===== src/rtl/svsync_pkg.sv =====
package svsync_pkg;
  typedef enum logic [1:0] {
    ST_IDLE       = 2'd0,
    ST_WAIT_DRAIN = 2'd1,
    ST_COMPLETE   = 2'd2,
    ST_FAULT      = 2'd3
  } sync_state_t;

  typedef enum logic {
    FK_VEC_DISABLED = 1'b0,
    FK_MEM_MGMT     = 1'b1
  } fault_kind_t;
endpackage


===== src/rtl/svsync_drain_detect.sv =====
module svsync_drain_detect #(
  parameter int NUM_SRC = 3,
  parameter int CNT_W   = 6
) (
  input  logic [NUM_SRC-1:0][CNT_W-1:0] counts,
  output logic                          drained
);
  logic [NUM_SRC-1:0] busy_src;

  for (genvar g = 0; g < NUM_SRC; g++) begin : g_src
    assign busy_src[g] = |counts[g];
  end

  assign drained = ~|busy_src;
endmodule


===== src/rtl/svsync_exc_sel.sv =====
module svsync_exc_sel
  import svsync_pkg::*;
(
  input  logic        exc_arith,
  input  logic        exc_mem,
  output logic        exc_pending,
  output fault_kind_t exc_kind
);
  always_comb begin
    exc_pending = exc_arith | exc_mem;
    exc_kind    = exc_mem ? FK_MEM_MGMT : FK_VEC_DISABLED;
  end
endmodule


===== src/rtl/svsync_fsm.sv =====
module svsync_fsm
  import svsync_pkg::*;
#(
  parameter int              DATA_W       = 32,
  parameter logic [DATA_W-1:0] RESULT_VALUE = '0
) (
  input  logic              clk,
  input  logic              rst,
  input  logic              req,
  input  logic              drained,
  input  logic              exc_pending,
  input  fault_kind_t       exc_kind,
  output logic              stall,
  output logic              wb_valid,
  output logic [DATA_W-1:0] wb_data,
  output logic              fault_valid,
  output fault_kind_t       fault_kind
);
  sync_state_t state;

  always_ff @(posedge clk) begin
    if (rst) begin
      state       <= ST_IDLE;
      stall       <= 1'b0;
      wb_valid    <= 1'b0;
      wb_data     <= '0;
      fault_valid <= 1'b0;
      fault_kind  <= FK_VEC_DISABLED;
    end else begin
      wb_valid    <= 1'b0;
      wb_data     <= '0;
      fault_valid <= 1'b0;
      unique case (state)
        ST_IDLE: begin
          if (req) begin
            state <= ST_WAIT_DRAIN;
            stall <= 1'b1;
          end
        end
        ST_WAIT_DRAIN: begin
          if (exc_pending) begin
            state       <= ST_FAULT;
            fault_valid <= 1'b1;
            fault_kind  <= exc_kind;
          end else if (drained) begin
            state    <= ST_COMPLETE;
            wb_valid <= 1'b1;
            wb_data  <= RESULT_VALUE;
          end
        end
        ST_COMPLETE, ST_FAULT: begin
          state <= ST_IDLE;
          stall <= 1'b0;
        end
        default: state <= ST_IDLE;
      endcase
    end
  end
endmodule


===== src/rtl/svsync_ctrl.sv =====
module svsync_ctrl
  import svsync_pkg::*;
#(
  parameter int                CNT_W        = 6,
  parameter int                DATA_W       = 32,
  parameter logic [DATA_W-1:0] RESULT_VALUE = '0
) (
  input  logic              clk,
  input  logic              rst,
  input  logic              sync_req,
  input  logic [CNT_W-1:0]  scalar_pending,
  input  logic [CNT_W-1:0]  vrd_pending,
  input  logic [CNT_W-1:0]  vwr_pending,
  input  logic              vec_busy,
  input  logic              exc_arith,
  input  logic              exc_mem,
  output logic              issue_stall,
  output logic              wb_valid,
  output logic [DATA_W-1:0] wb_data,
  output logic              fault_valid,
  output logic              fault_kind
);
  localparam int NUM_SRC = 3;

  logic [NUM_SRC-1:0][CNT_W-1:0] counts;
  logic                          drained;
  logic                          exc_pending;
  fault_kind_t                   exc_kind;
  fault_kind_t                   fk_q;
  logic                          busy_unused;

  // Busy status is deliberately not a completion condition.
  assign busy_unused = vec_busy;
  assign counts      = {vwr_pending, vrd_pending, scalar_pending};

  svsync_drain_detect #(.NUM_SRC(NUM_SRC), .CNT_W(CNT_W)) u_drain (
    .counts  (counts),
    .drained (drained)
  );

  svsync_exc_sel u_exc (
    .exc_arith   (exc_arith),
    .exc_mem     (exc_mem),
    .exc_pending (exc_pending),
    .exc_kind    (exc_kind)
  );

  svsync_fsm #(.DATA_W(DATA_W), .RESULT_VALUE(RESULT_VALUE)) u_fsm (
    .clk         (clk),
    .rst         (rst),
    .req         (sync_req),
    .drained     (drained),
    .exc_pending (exc_pending),
    .exc_kind    (exc_kind),
    .stall       (issue_stall),
    .wb_valid    (wb_valid),
    .wb_data     (wb_data),
    .fault_valid (fault_valid),
    .fault_kind  (fk_q)
  );

  assign fault_kind = fk_q;
endmodule


===== config.mk =====
export PLATFORM = sky130hd
export DESIGN_NAME = svsync_ctrl
export DESIGN_NICKNAME = d
export VERILOG_FILES = /design/src/rtl/svsync_pkg.sv /design/src/rtl/svsync_drain_detect.sv /design/src/rtl/svsync_exc_sel.sv /design/src/rtl/svsync_fsm.sv /design/src/rtl/svsync_ctrl.sv
export SDC_FILE = /design/constraint.sdc
export NUM_CORES = 1
export LEC_CHECK = 0
export BUFFER_PORTS_ARGS = -buffer_cell sky130_fd_sc_hd__buf_2
export CAP_MARGIN = 20
export CORE_UTILIZATION = 34
export CTS_BUF_LIST = sky130_fd_sc_hd__clkbuf_4 sky130_fd_sc_hd__clkbuf_8
export DETAILED_ROUTE_END_ITERATION = 10
export MAX_ROUTING_LAYER = met4
export PLACE_DENSITY = 0.82
export SLEW_MARGIN = 10
export SYNTH_ARGS = -nofsm -noshare
export SYNTH_HDL_FRONTEND = slang
export SYNTH_HIERARCHICAL = 1
export SYNTH_SLANG_ARGS = --single-unit
export TNS_END_PERCENT = 50

===== constraint.sdc =====
create_clock -name clk -period 1.9 [get_ports clk]
set_input_delay 0.38 -clock clk [delete_from_list [all_inputs] [get_ports clk]]
set_output_delay 0.38 -clock clk [all_outputs]
set_load 0.02 [all_outputs]

# Yosys cells after proc, flatten, opt, wreduce, memory -nomap -nowiden
# Cells that the tools add are included.
word_totals:
  regBits: 6
  in_bits: 24
  output_inout_bits: 36
  elab_cells: 30
classes:
  n_eq_ne: 5
  n_mux: 9
  bitwise: 2
  n_reduce_logical: 9
op_table:
  columns: ["cell", "count"]
  rows:
  - ["OR reduction 18 bit", 1]
  - ["2-to-1 mux 2 bit", 3]
  - ["one-hot mux 2 bit (3 select lines)", 1]
  - ["AND reduction 2 bit", 3]
  - ["== test 2 bit, second input constant", 2]
  - ["2-to-1 mux 1 bit", 4]
  - ["OR reduction 2 bit", 2]
  - ["inequality test 3 bit, second input constant", 1]
  - ["OR reduction 3 bit", 1]
  - ["== test 2 x 1 -> 1 bit, second input constant", 1]
  - ["zero test 2 bit", 1]
  - ["inequality test 2 bit, second input constant", 1]
  - ["one-hot mux 1 bit (2 select lines)", 1]
  - ["nonzero test 2 bit", 1]
  - ["NOT 1 bit", 1]
  - ["bitwise OR 1 bit", 1]

# Depth between registers and ports, before layout
# Gate-level depths: netlist of run 1.
depth:
  word_depth: 4
  ltp_mapped: 5
  depth_no_buf: 5

# Cells and area by module
# The synthesis of run 1 kept the hierarchy.
modules_own_cells:
  columns: ["mod", "n_inst", "cells_per_inst", "area_per_inst_um2"]
  rows:
  - ["svsync_fsm", 1, 53, 474.2]
  - ["svsync_drain_detect", 1, 6, 43.8]
  - ["svsync_exc_sel", 1, 2, 13.8]

# Worst setup path before layout of run 1
# No wires, ideal clock.
synth_path:
  kind: "input port to flip-flop"
  start: "in scalar_pending[5]"
  end: "reg u_fsm.state[0]"
  setup_ps: 127
  t_arrival_ps: 1397
  required_time_ps: 1773
  path_slack_ps: 376
  path_stages: 4
  n_path_buf: 0
  cell_sequence: "or4_1 -> nor4_2 -> nor2b_2 -> a2111oi_2"
synth_between:
  elab_chain_cells: 3
synth_rtl:
  columns: ["item", "line", "rtl"]
  rows:
  - ["from (decl)", "svsync_ctrl.sv:11", "input logic [CNT_W-1:0] scalar_pending,"]
  - ["OR reduction 18 bit", "svsync_drain_detect.sv:14", "assign drained = ~|busy_src;"]
  - ["inequality test 3 bit (no source line)", null, null]
  - ["AND reduction 2 bit (no source line)", null, null]
  - ["to (signal assigned)", "svsync_fsm.sv:23", "state <= ST_IDLE;"]
  - ["to (signal assigned)", "svsync_fsm.sv:36", "state <= ST_WAIT_DRAIN;"]
  - ["to (signal assigned)", "svsync_fsm.sv:42", "state <= ST_FAULT;"]
  - ["to (decl)", "svsync_fsm.sv:19", "sync_state_t state;"]
# No other way between the ends.
# A chain may end at the register's enable or synchronous reset.

# Worst setup path in the final report of run 1
# Same ends and word-level chain as after synthesis.

==> results of run 1 <==
## state kept, by name, summed over array words and instances, names as in the netlist
| register | flops |
|---|---|
| u_fsm/fault_kind | 1 |
| u_fsm/fault_valid | 1 |
| u_fsm/stall | 1 |
| u_fsm/state | 2 |
| u_fsm/wb_valid | 1 |
## final timing paths
path / start / endpoint / slack [ns] / cells past startpoint
min: rst / u_fsm/state[0]$_SDFFE_PP0P_ / 0.38 / 2
max reg2reg: u_fsm/state[0]$_SDFFE_PP0P_ / u_fsm/state[0]$_SDFFE_PP0P_ / 0.98 / 2
min reg2reg: u_fsm/stall$_SDFFE_PP0P_ / u_fsm/stall$_SDFFE_PP0P_ / 0.46 / 1
max: scalar_pending[5] / u_fsm/state[0]$_SDFFE_PP0P_ / 0.44 / 5
## layout make-up
type / count / area (um^2)
well taps: 15 / 18.8
multi-input cells: 53 / 280
repair buffers: 26 / 130
clock buffers: 3 / 22.5
fillers: 146 / 811
flip-flops and latches: 6 / 120
## through the flow
| stage | setup WS (ns) | power, mW |
|---|---|---|
| final | 0.440 | 0.362 |
| after floorplan | 0.376 | 0.269 |
| after CTS | 0.427 | 0.369 |
| after global placement | 0.219 | 0.245 |
| after detailed placement | 0.167 | 0.247 |
| after global routing | 0.323 | 0.385 |
## kinds of logic (layout without fill, tap and decap cells)
kind of cell    count (synthesis)  in the layout
compound gates                  3              3
buf+inv                        33             29
flops                           6              6
mux                             1              1
other cells                     1             32
simple gates                   17             17
## per-layer routing
layer / track usage (%) / wire length (um) / vias to the layer above / part of all wire (%)
met4: 5.16 / 5 / 0 / 0.62
met1: 7.43 / 234 / 161 / 29
met5: - / 0 / - / 0
met2: 18.8 / 472 / 33 / 59
met3: 7.83 / 91 / 2 / 11
li1: - / - / 191 / -
## power by group through the flow
stage	clock network, mW	logic, mW	registers, mW
2_1_floorplan	0	0.123	0.146
3_3_place_gp	0	0.104	0.141
3_5_place_dp	0	0.106	0.141
4_1_cts	0.124	0.106	0.139
5_1_grt	0.130	0.115	0.140
6_report	0.117	0.107	0.139
## cells in the mapped netlist
cell       number  area [um^2]
buf_4          33          248
dfxtp_1         6          120
nor4_1          3         18.8
nand2b_1        2         12.5
nor2_1          2         7.51
o21a_1          2         15.0
a2111oi_2       1         15.0
and2_1          1         6.26
and2_2          1         7.51
and2b_1         1         7.51
conb_1          1         3.75
mux2i_1         1         10.0
nand3_1         1         5.00
nand3b_1        1         7.51
nor2b_2         1         8.76
nor3b_2         1         12.5
nor4_2          1         12.5
or2_1           1         6.26
or4_1           1         7.51
## worst reg2reg max path, delay by kind of cell, from the launching register on
family	cells	cell delay [ns]
AO/OA/AOI/OAI	1	0.33
AND/OR/NAND/NOR	1	0.08
flip-flops	1	0.40
==> out/qor.yml, run 1 <==
crit_buf_inv: 1
ant_nets: 0
synth_simple_gate_area_share_pct: 22.6
numCtsBuffers: 3
nNetsFinal: 114
setup_violations: 0
clk_pin_slew_ns: 0.04
drt_pass1_iterations: 4
cts_resized: 0
cts_max_level: 1
timing.hold.ws_ns: 0.375
cts_tree: "done"
rsz0062_at_grt: "no"
critPathLaunchType: "primary input"
p_leak_nw: 0.320
arrival_ns: 1.58
track_usage_pct: 10.5
cp.required_ns: 2.02
synth_top_family_by_area: "buffers and inverters"
synthAdderAreaFrac_pct: 0
globalRouteOverflowTotal: 0
avgRoutedWirePerCell_um: 7.81
io_buffers: 26
hold_violations: 0
drt_wl_total_um: 804
crit_type: "primary input to register"
num_vias: 387
fp.coreArea_mm2: 0.00138
tns_ns: 0
cap_violations: 0
die_area_mm2: 0.00173
fin_crit_sh_pct: 76.8
crit_chain: "buf_2 -> or4_1 -> nor4_2 -> nor2b_2 -> a2111oi_2"
synth_seq_cells: 6
syn_area_um2: 532
clockPowerShare_pct: 32.2
cts.root.buffer_cell: "clkbuf_4"
final_common_cell: "conb_1"
clock_latency_ns: 0.24
crit_path_max_fanout: 2
syn2layout_area_growth_pct: 7.53
grt_pass1_wl_um: 1320
yosysSeqAreaShare_pct: 22.6
muxShareOfSynthArea_pct: 1.88
endpoint_kind: "register"
yosys_warnings: 6
drt_iter0_drc: 6
cp_slowest_cell: "or4_1"
placed_area_um2: 549
fmax_ghz: 0.685
viasPerCell: 3.76
cts_sinks: 6
min_period_ns: 1.46
slowest_delay_ns: 0.53
final_core_util_pct: 41.4
cp_top_family: "simple AND/OR/NAND/NOR gates"
drc: 0
syn_inst: 61
place.gp.congestion: 0.709
grt_max_degree: 6
layout_common_cells: "conb_1, buf_2, dfxtp_1"
vdd_drop_max_mv: 0.246
drv_slew: 0
die_y_um: 41.5
rows: 13
synth.avg_cell_area_um2: 8.72
p_int_mw: 0.234
postCtsSetupBuffers: 0
placed_cells: 100
synth_compound_gate_area_share_pct: 5.65
status: "finished clean"
p_sw_share_pct: 35.3
p_per_area_mw_per_mm2: 634
grt_pass1_vias: 338
die_x_um: 41.5
fin_cells: 103
ctsHoldBuffers: 0
worst_clock_skew_ns: 0.00107
antenna_found_initial: 0
final_area_um2: 572
initial_utilization_pct: 38.5
hp-class: "primary input to register"
num_io_pins: 60
drive_gt1_share_pct: 38.6
seq_power_share_pct: 38.3
cts_max_path_buffers: 2
synth_xor_area_share_pct: 0
ys_types: 19
switchingPower_mw: 0.128
comb_power_share_pct: 29.5
diodes: 0
Note: power is estimated with default switching activity, not from simulation.
==> inputs of run 2 (changes only) <==
--- a/config.mk
+++ b/config.mk
@@ -7,11 +7,11 @@
 export LEC_CHECK = 0
 export BUFFER_PORTS_ARGS = -buffer_cell sky130_fd_sc_hd__buf_2
 export CAP_MARGIN = 20
-export CORE_UTILIZATION = 34
+export CORE_UTILIZATION = 31
 export CTS_BUF_LIST = sky130_fd_sc_hd__clkbuf_4 sky130_fd_sc_hd__clkbuf_8
 export DETAILED_ROUTE_END_ITERATION = 10
 export MAX_ROUTING_LAYER = met4
-export PLACE_DENSITY = 0.82
+export PLACE_DENSITY = 0.79
 export SLEW_MARGIN = 10
 export SYNTH_ARGS = -nofsm -noshare
 export SYNTH_HDL_FRONTEND = slang
==> constraint.sdc (replaced) <==
create_clock -name clk -period 1.2 [get_ports clk]
set_input_delay 0.24 -clock clk [delete_from_list [all_inputs] [get_ports clk]]
set_output_delay 0.24 -clock clk [all_outputs]
set_load 0.02 [all_outputs]
==> run 2 against run 1 <==
Effect of this change:
- non-clock buffer count up 1
- clock power up 64%
- largest cell class unchanged
- worst setup slack worse by 0.48 ns
- flip-flop and latch count unchanged
- first-iteration DRC count up 130%
- count of clock-buffer cells in the layout unchanged
- register-to-register slack worse by 0.71 ns
- die area up 9.2%
- critical endpoint unchanged
- the flow now finishes with violations (DRC, setup timing)
- critical path type unchanged
==> out/qor.yml, run 2 (synthesis results as in run 1) <==
status: "complete, but fails checks"
violations: "DRC, setup timing"
p_leak_nw: 0.333
min_period_ns: 1.24
syn2layout_area_growth_pct: 13.6
placed_area_um2: 558
comb_power_share_pct: 30.0
fmax_ghz: 0.807
cap_violations: 0
num_vias: 409
initial_utilization_pct: 34.1
die_y_um: 43.4
crit_type: "primary input to register"
drt_wl_total_um: 935
power_mw: 0.588
antenna_found_initial: 0
p_per_area_mw_per_mm2: 973
arrival_ns: 1.36
layout_common_cells: "conb_1, buf_2, dfxtp_1"
crit_chain: "buf_6 -> or4_4 -> nor4_4 -> nor2b_4 -> a2111oi_2"
p_sw_share_pct: 36.3
dp_slack_ns: -0.339
busiest_layer: "met2"
slowest_delay_ns: 0.53
nNetsFinal: 115
viasPerCell: 3.90
multi_input_area_um2: 298
cts_tree: "done"
cts.root.buffer_cell: "clkbuf_4"
cp_slowest_cell: "or4_4"
avgRoutedWirePerCell_um: 8.90
rsz0062_at_grt: "yes"
ctsHoldBuffers: 0
fin_crit_sh_pct: 103
grt_pass1_vias: 316
hold_violations: 0
die_x_um: 43.4
largest_register: "u_fsm/state"
use_met1_pct: 7.97
hp-class: "primary input to register"
crit_buf_inv: 1
seq_power_share_pct: 37.4
crit_path_max_fanout: 2
place.gp.congestion: 0.657
drive_gt1_share_pct: 40.4
numCtsBuffers: 3
endpoint_kind: "register"
worst_clock_skew_ns: 0.00350
largest_register_ffs: 2
p_int_mw: 0.375
grtUsageMet2_pct: 18.2
final_area_um2: 604
grt_max_degree: 6
layout_setup_ws_ns: -0.0398
cp.required_ns: 1.32
cts_sinks: 6
clockPowerShare_pct: 32.7
dp_hpwl_um: 807
switchingPower_mw: 0.213
num_io_pins: 60
timing.hold.ws_ns: 0.225
fp.coreArea_mm2: 0.00156
rows: 14
drt_iter0_drc: 14
drt_pass1_iterations: 7
cts_max_level: 1
drc: 6
clk_pin_slew_ns: 0.04
die_area_mm2: 0.00188
grt_pass1_wl_um: 1280
io_buffers: 26
clock_latency_ns: 0.25
final-seq-area_um2: 120
diodes: 0
ant_nets: 0
cp_top_family: "simple AND/OR/NAND/NOR gates"
met3_usage_pct: 4.17
track_usage_pct: 10.6
vdd_drop_max_mv: 0.406
fillers: 166
drv_slew: 0
globalRouteOverflowTotal: 0
setup_violations: 2
cts_max_path_buffers: 2
final_common_cell: "conb_1"
critPathLaunchType: "primary input"
==> run 2: path summary, 6_finish.rpt <==
check	startpoint	endpoint	slack (ns)	cells after the start
setup / recovery	scalar_pending[5]	u_fsm/state[0]$_SDFFE_PP0P_	-0.04	5
hold / removal	rst	u_fsm/state[0]$_SDFFE_PP0P_	0.23	2
setup reg to reg	u_fsm/state[0]$_SDFFE_PP0P_	u_fsm/state[0]$_SDFFE_PP0P_	0.27	2
hold reg to reg	u_fsm/stall$_SDFFE_PP0P_	u_fsm/stall$_SDFFE_PP0P_	0.46	1
==> run 2: per-layer routing <==
metal,routed length [um],vias to the layer above
met5,0,-
met3,60,5
met4,25,0
met2,574,25
met1,275,186
li1,-,193
==> run 2: layout make-up <==
cell class,count,area share [%]
sequential,6,19.9
multi-input combinational,53,49.3
tap,16,3.31
clock buffer,3,3.73
timing repair buffer,27,23.8
==> run 2: worst register-to-register path: cells and delay by family (launching register included) <==
family	cells	cell delay [ns]
flip-flops	1	0.41
AND/OR/NAND/NOR	1	0.09
AO/OA/AOI/OAI	1	0.33
==> run 2: power by group through the flow <==
| stage | clock, mW | combinational (mW) | sequential, mW |
|---|---|---|---|
| floorplan | 0 | 0.195 | 0.231 |
| global placement | 0 | 0.165 | 0.223 |
| detailed placement | 0 | 0.169 | 0.223 |
| CTS | 0.202 | 0.175 | 0.219 |
| global route | 0.209 | 0.190 | 0.221 |
| finish | 0.192 | 0.176 | 0.220 |
==> run 2: stage by stage <==
stage               setup TNS (ns)  util (%)  instances
finish                     -0.0696      38.8        105
global route                -0.120      38.8        105
CTS                        -0.0440      38.8        105
detailed placement          -0.897      35.8        102
global placement            -0.826      35.8        102
floorplan                   -0.368         -         92
==> run 2: what timing repair did <==
action,in CTS,in global routing
pin swaps,0,0
buffers inserted,0,0
endpoints found under the setup margin,2,2
gates resized for setup,4,0
==> inputs of run 3 (changes only) <==
--- a/config.mk
+++ b/config.mk
@@ -7,14 +7,13 @@
 export LEC_CHECK = 0
 export BUFFER_PORTS_ARGS = -buffer_cell sky130_fd_sc_hd__buf_2
 export CAP_MARGIN = 20
-export CORE_UTILIZATION = 31
+export CORE_UTILIZATION = 34
 export CTS_BUF_LIST = sky130_fd_sc_hd__clkbuf_4 sky130_fd_sc_hd__clkbuf_8
 export DETAILED_ROUTE_END_ITERATION = 10
 export MAX_ROUTING_LAYER = met4
-export PLACE_DENSITY = 0.79
+export PLACE_DENSITY = 0.83
 export SLEW_MARGIN = 10
 export SYNTH_ARGS = -nofsm -noshare
 export SYNTH_HDL_FRONTEND = slang
-export SYNTH_HIERARCHICAL = 1
 export SYNTH_SLANG_ARGS = --single-unit
 export TNS_END_PERCENT = 50
==> constraint.sdc (replaced) <==
create_clock -name clk -period 1.36 [get_ports clk]
set_input_delay 0.272 -clock clk [delete_from_list [all_inputs] [get_ports clk]]
set_output_delay 0.272 -clock clk [all_outputs]
set_load 0.02 [all_outputs]
==> run 3 against run 2 <==
Effect of this change:
- the flow now finishes without violations
- worst setup slack gained 0.30 ns
- count of clock-buffer cells in the layout unchanged
- clock power decreased by 18%
- total power decreased by 15%
- flip-flop and latch count stayed put
- via count grew 2.2%
- non-clock buffer count down 1
- core utilization is 2.8 points higher
- critical path depth fell by 2
- first-iteration DRC count down 64%
- register-to-register slack is essentially flat
- largest power group unchanged
==> out/qor.yml, run 3 <==
status: "finished clean"
diodes: 0
die_area_mm2: 0.00167
crit_type: "register to register"
avgRoutedWirePerCell_um: 7.06
syn2layout_area_growth_pct: 9.25
syn_inst: 65
power_mw: 0.503
track_usage_pct: 9.90
synth_seq_cells: 6
hold_violations: 0
synth.area.top_cells: "buf_4, dfxtp_1, nor4_1"
num_io_pins: 60
rr_startpoint: "u_fsm.state[0]$_SDFFE_PP0P_"
clock_latency_ns: 0.24
yosys_warnings: 0
rows: 13
cts_resized: 0
rsz0062_at_grt: "no"
grt_pass1_wl_um: 938
p_leak_nw: 0.314
layout_common_cells: "conb_1, buf_2, dfxtp_1"
fmax_ghz: 0.913
setup_violations: 0
final_core_util_pct: 41.6
synth_top_area_cell: "buf_4"
timing.hold.ws_ns: 0.249
cts_max_level: 1
worst_clock_skew_ns: 0.000344
crit_path_max_fanout: 6
ys_types: 19
final_common_cell: "conb_1"
cp.required_ns: 1.52
synth_edf_count: 0
grt_pass1_vias: 264
synth_commonest_cells: "buf_4, dfxtp_1, nor2_1"
syn_area_um2: 514
drt_pass1_iterations: 4
initial_utilization_pct: 38.1
synth.top_cell.area_share_pct: 46.7
arrival_ns: 1.25
largest_register_ffs: 2
cts_max_path_buffers: 2
dp_slack_ns: 0.104
grt_max_degree: 7
cts_sinks: 6
drt_wl_total_um: 763
p_per_area_mw_per_mm2: 895
fin_crit_sh_pct: 80.5
dp_hpwl_um: 702
antenna_found_initial: 0
hp-class: "primary input to register"
critPathLaunchType: "register"
io_buffers: 26
cts_tree: "done"
vdd_drop_max_mv: 0.379
viasPerCell: 3.87
postCtsSetupBuffers: 0
synthArstFlopShare_pct: 0
ctsHoldBuffers: 0
endpoint_kind: "register"
die_y_um: 40.9
synth.avg_cell_area_um2: 7.91
drc: 0
yosysMostFrequentCell: "buf_4"
ff2ff_setup_slack_ns: 0.26
tns_ns: 0
clk_pin_slew_ns: 0.04
min_from: "rst"
numCtsBuffers: 3
ant_nets: 0
drive_gt1_share_pct: 34.4
globalRouteOverflowTotal: 0
fp.coreArea_mm2: 0.00135
min_period_ns: 1.10
drv_slew: 0
nNetsFinal: 119
die_x_um: 40.9
synthFlopType: "dfxtp_1"
place.gp.congestion: 0.727
drt_iter0_drc: 5
yosysSeqAreaShare_pct: 23.4
cts.root.buffer_cell: "clkbuf_4"
layout_setup_ws_ns: 0.265
largest_register: "u_fsm.state"
cap_violations: 0
crit_start: "u_fsm.state[0]$_SDFFE_PP0P_"
num_vias: 418
## run 3: cell types whose count changed in the layout (fill, tap and decap cells not counted), sizes merged, moves of 2 or more
cell / delta
nor2: +2
inv: +3
and2: -2
o21a: -2
nand2b: -2
nor3: +3
nand2: +3
## run 3: per-stage QoR
| step | area [um^2] | std cells |
|---|---|---|
| CTS | 562 | 108 |
| finish | 562 | 108 |
| global placement | 539 | 105 |
| global route | 562 | 108 |
| floorplan | 631 | 96 |
| detailed placement | 539 | 105 |
## run 3: final cells by class
cell class	count	area, um^2
Fill cell	148	788
Multi-Input combinational cell	55	259
Timing Repair Buffer	26	130
Sequential cell	6	120
Clock buffer	3	22.5
Tap cell	15	18.8
Inverter	3	11.3
## run 3: final timing paths
kind	end	depth (start not counted)
hold reg to reg	u_fsm.fault_kind$_SDFFE_PP0P_	2
setup reg to reg	u_fsm.state[1]$_SDFFE_PP0P_	3
hold / removal	u_fsm.fault_kind$_SDFFE_PP0P_	2
setup / recovery	u_fsm.state[1]$_SDFFE_PP0P_	3
## run 3: critical path, stage by stage, from the launching register on
cell     delay [ns]
dfxtp_1        0.41
inv_2          0.05
or3_1          0.38
o31ai_2        0.17
## run 3: cell families after synthesis
| kind of cell | after synthesis | share of synthesized area (%) |
|---|---|---|
| buf+inv | 35 | 48.9 |
| simple gates | 18 | 19.2 |
| flops | 6 | 23.4 |
| compound gates | 5 | 7.78 |
| other cells | 1 | 0.729 |
## run 3: layer usage
layer | track usage [%] | vias up | part of all wire [%]
li1 | - | 207 | -
met1 | 8.41 | 175 | 31
met2 | 15.2 | 36 | 51
met3 | 8.15 | 0 | 18
met4 | 5.00 | 0 | 0
met5 | - | - | 0
## run 3: power by group
group | switching [mW] | internal (mW) | leakage, nW
Combinational | 0.111 | 0.0399 | 0.251
Clock | 0.0577 | 0.0994 | 0.0138
Sequential | 0.00816 | 0.187 | 0.0493
Total | 0.177 | 0.326 | 0.314
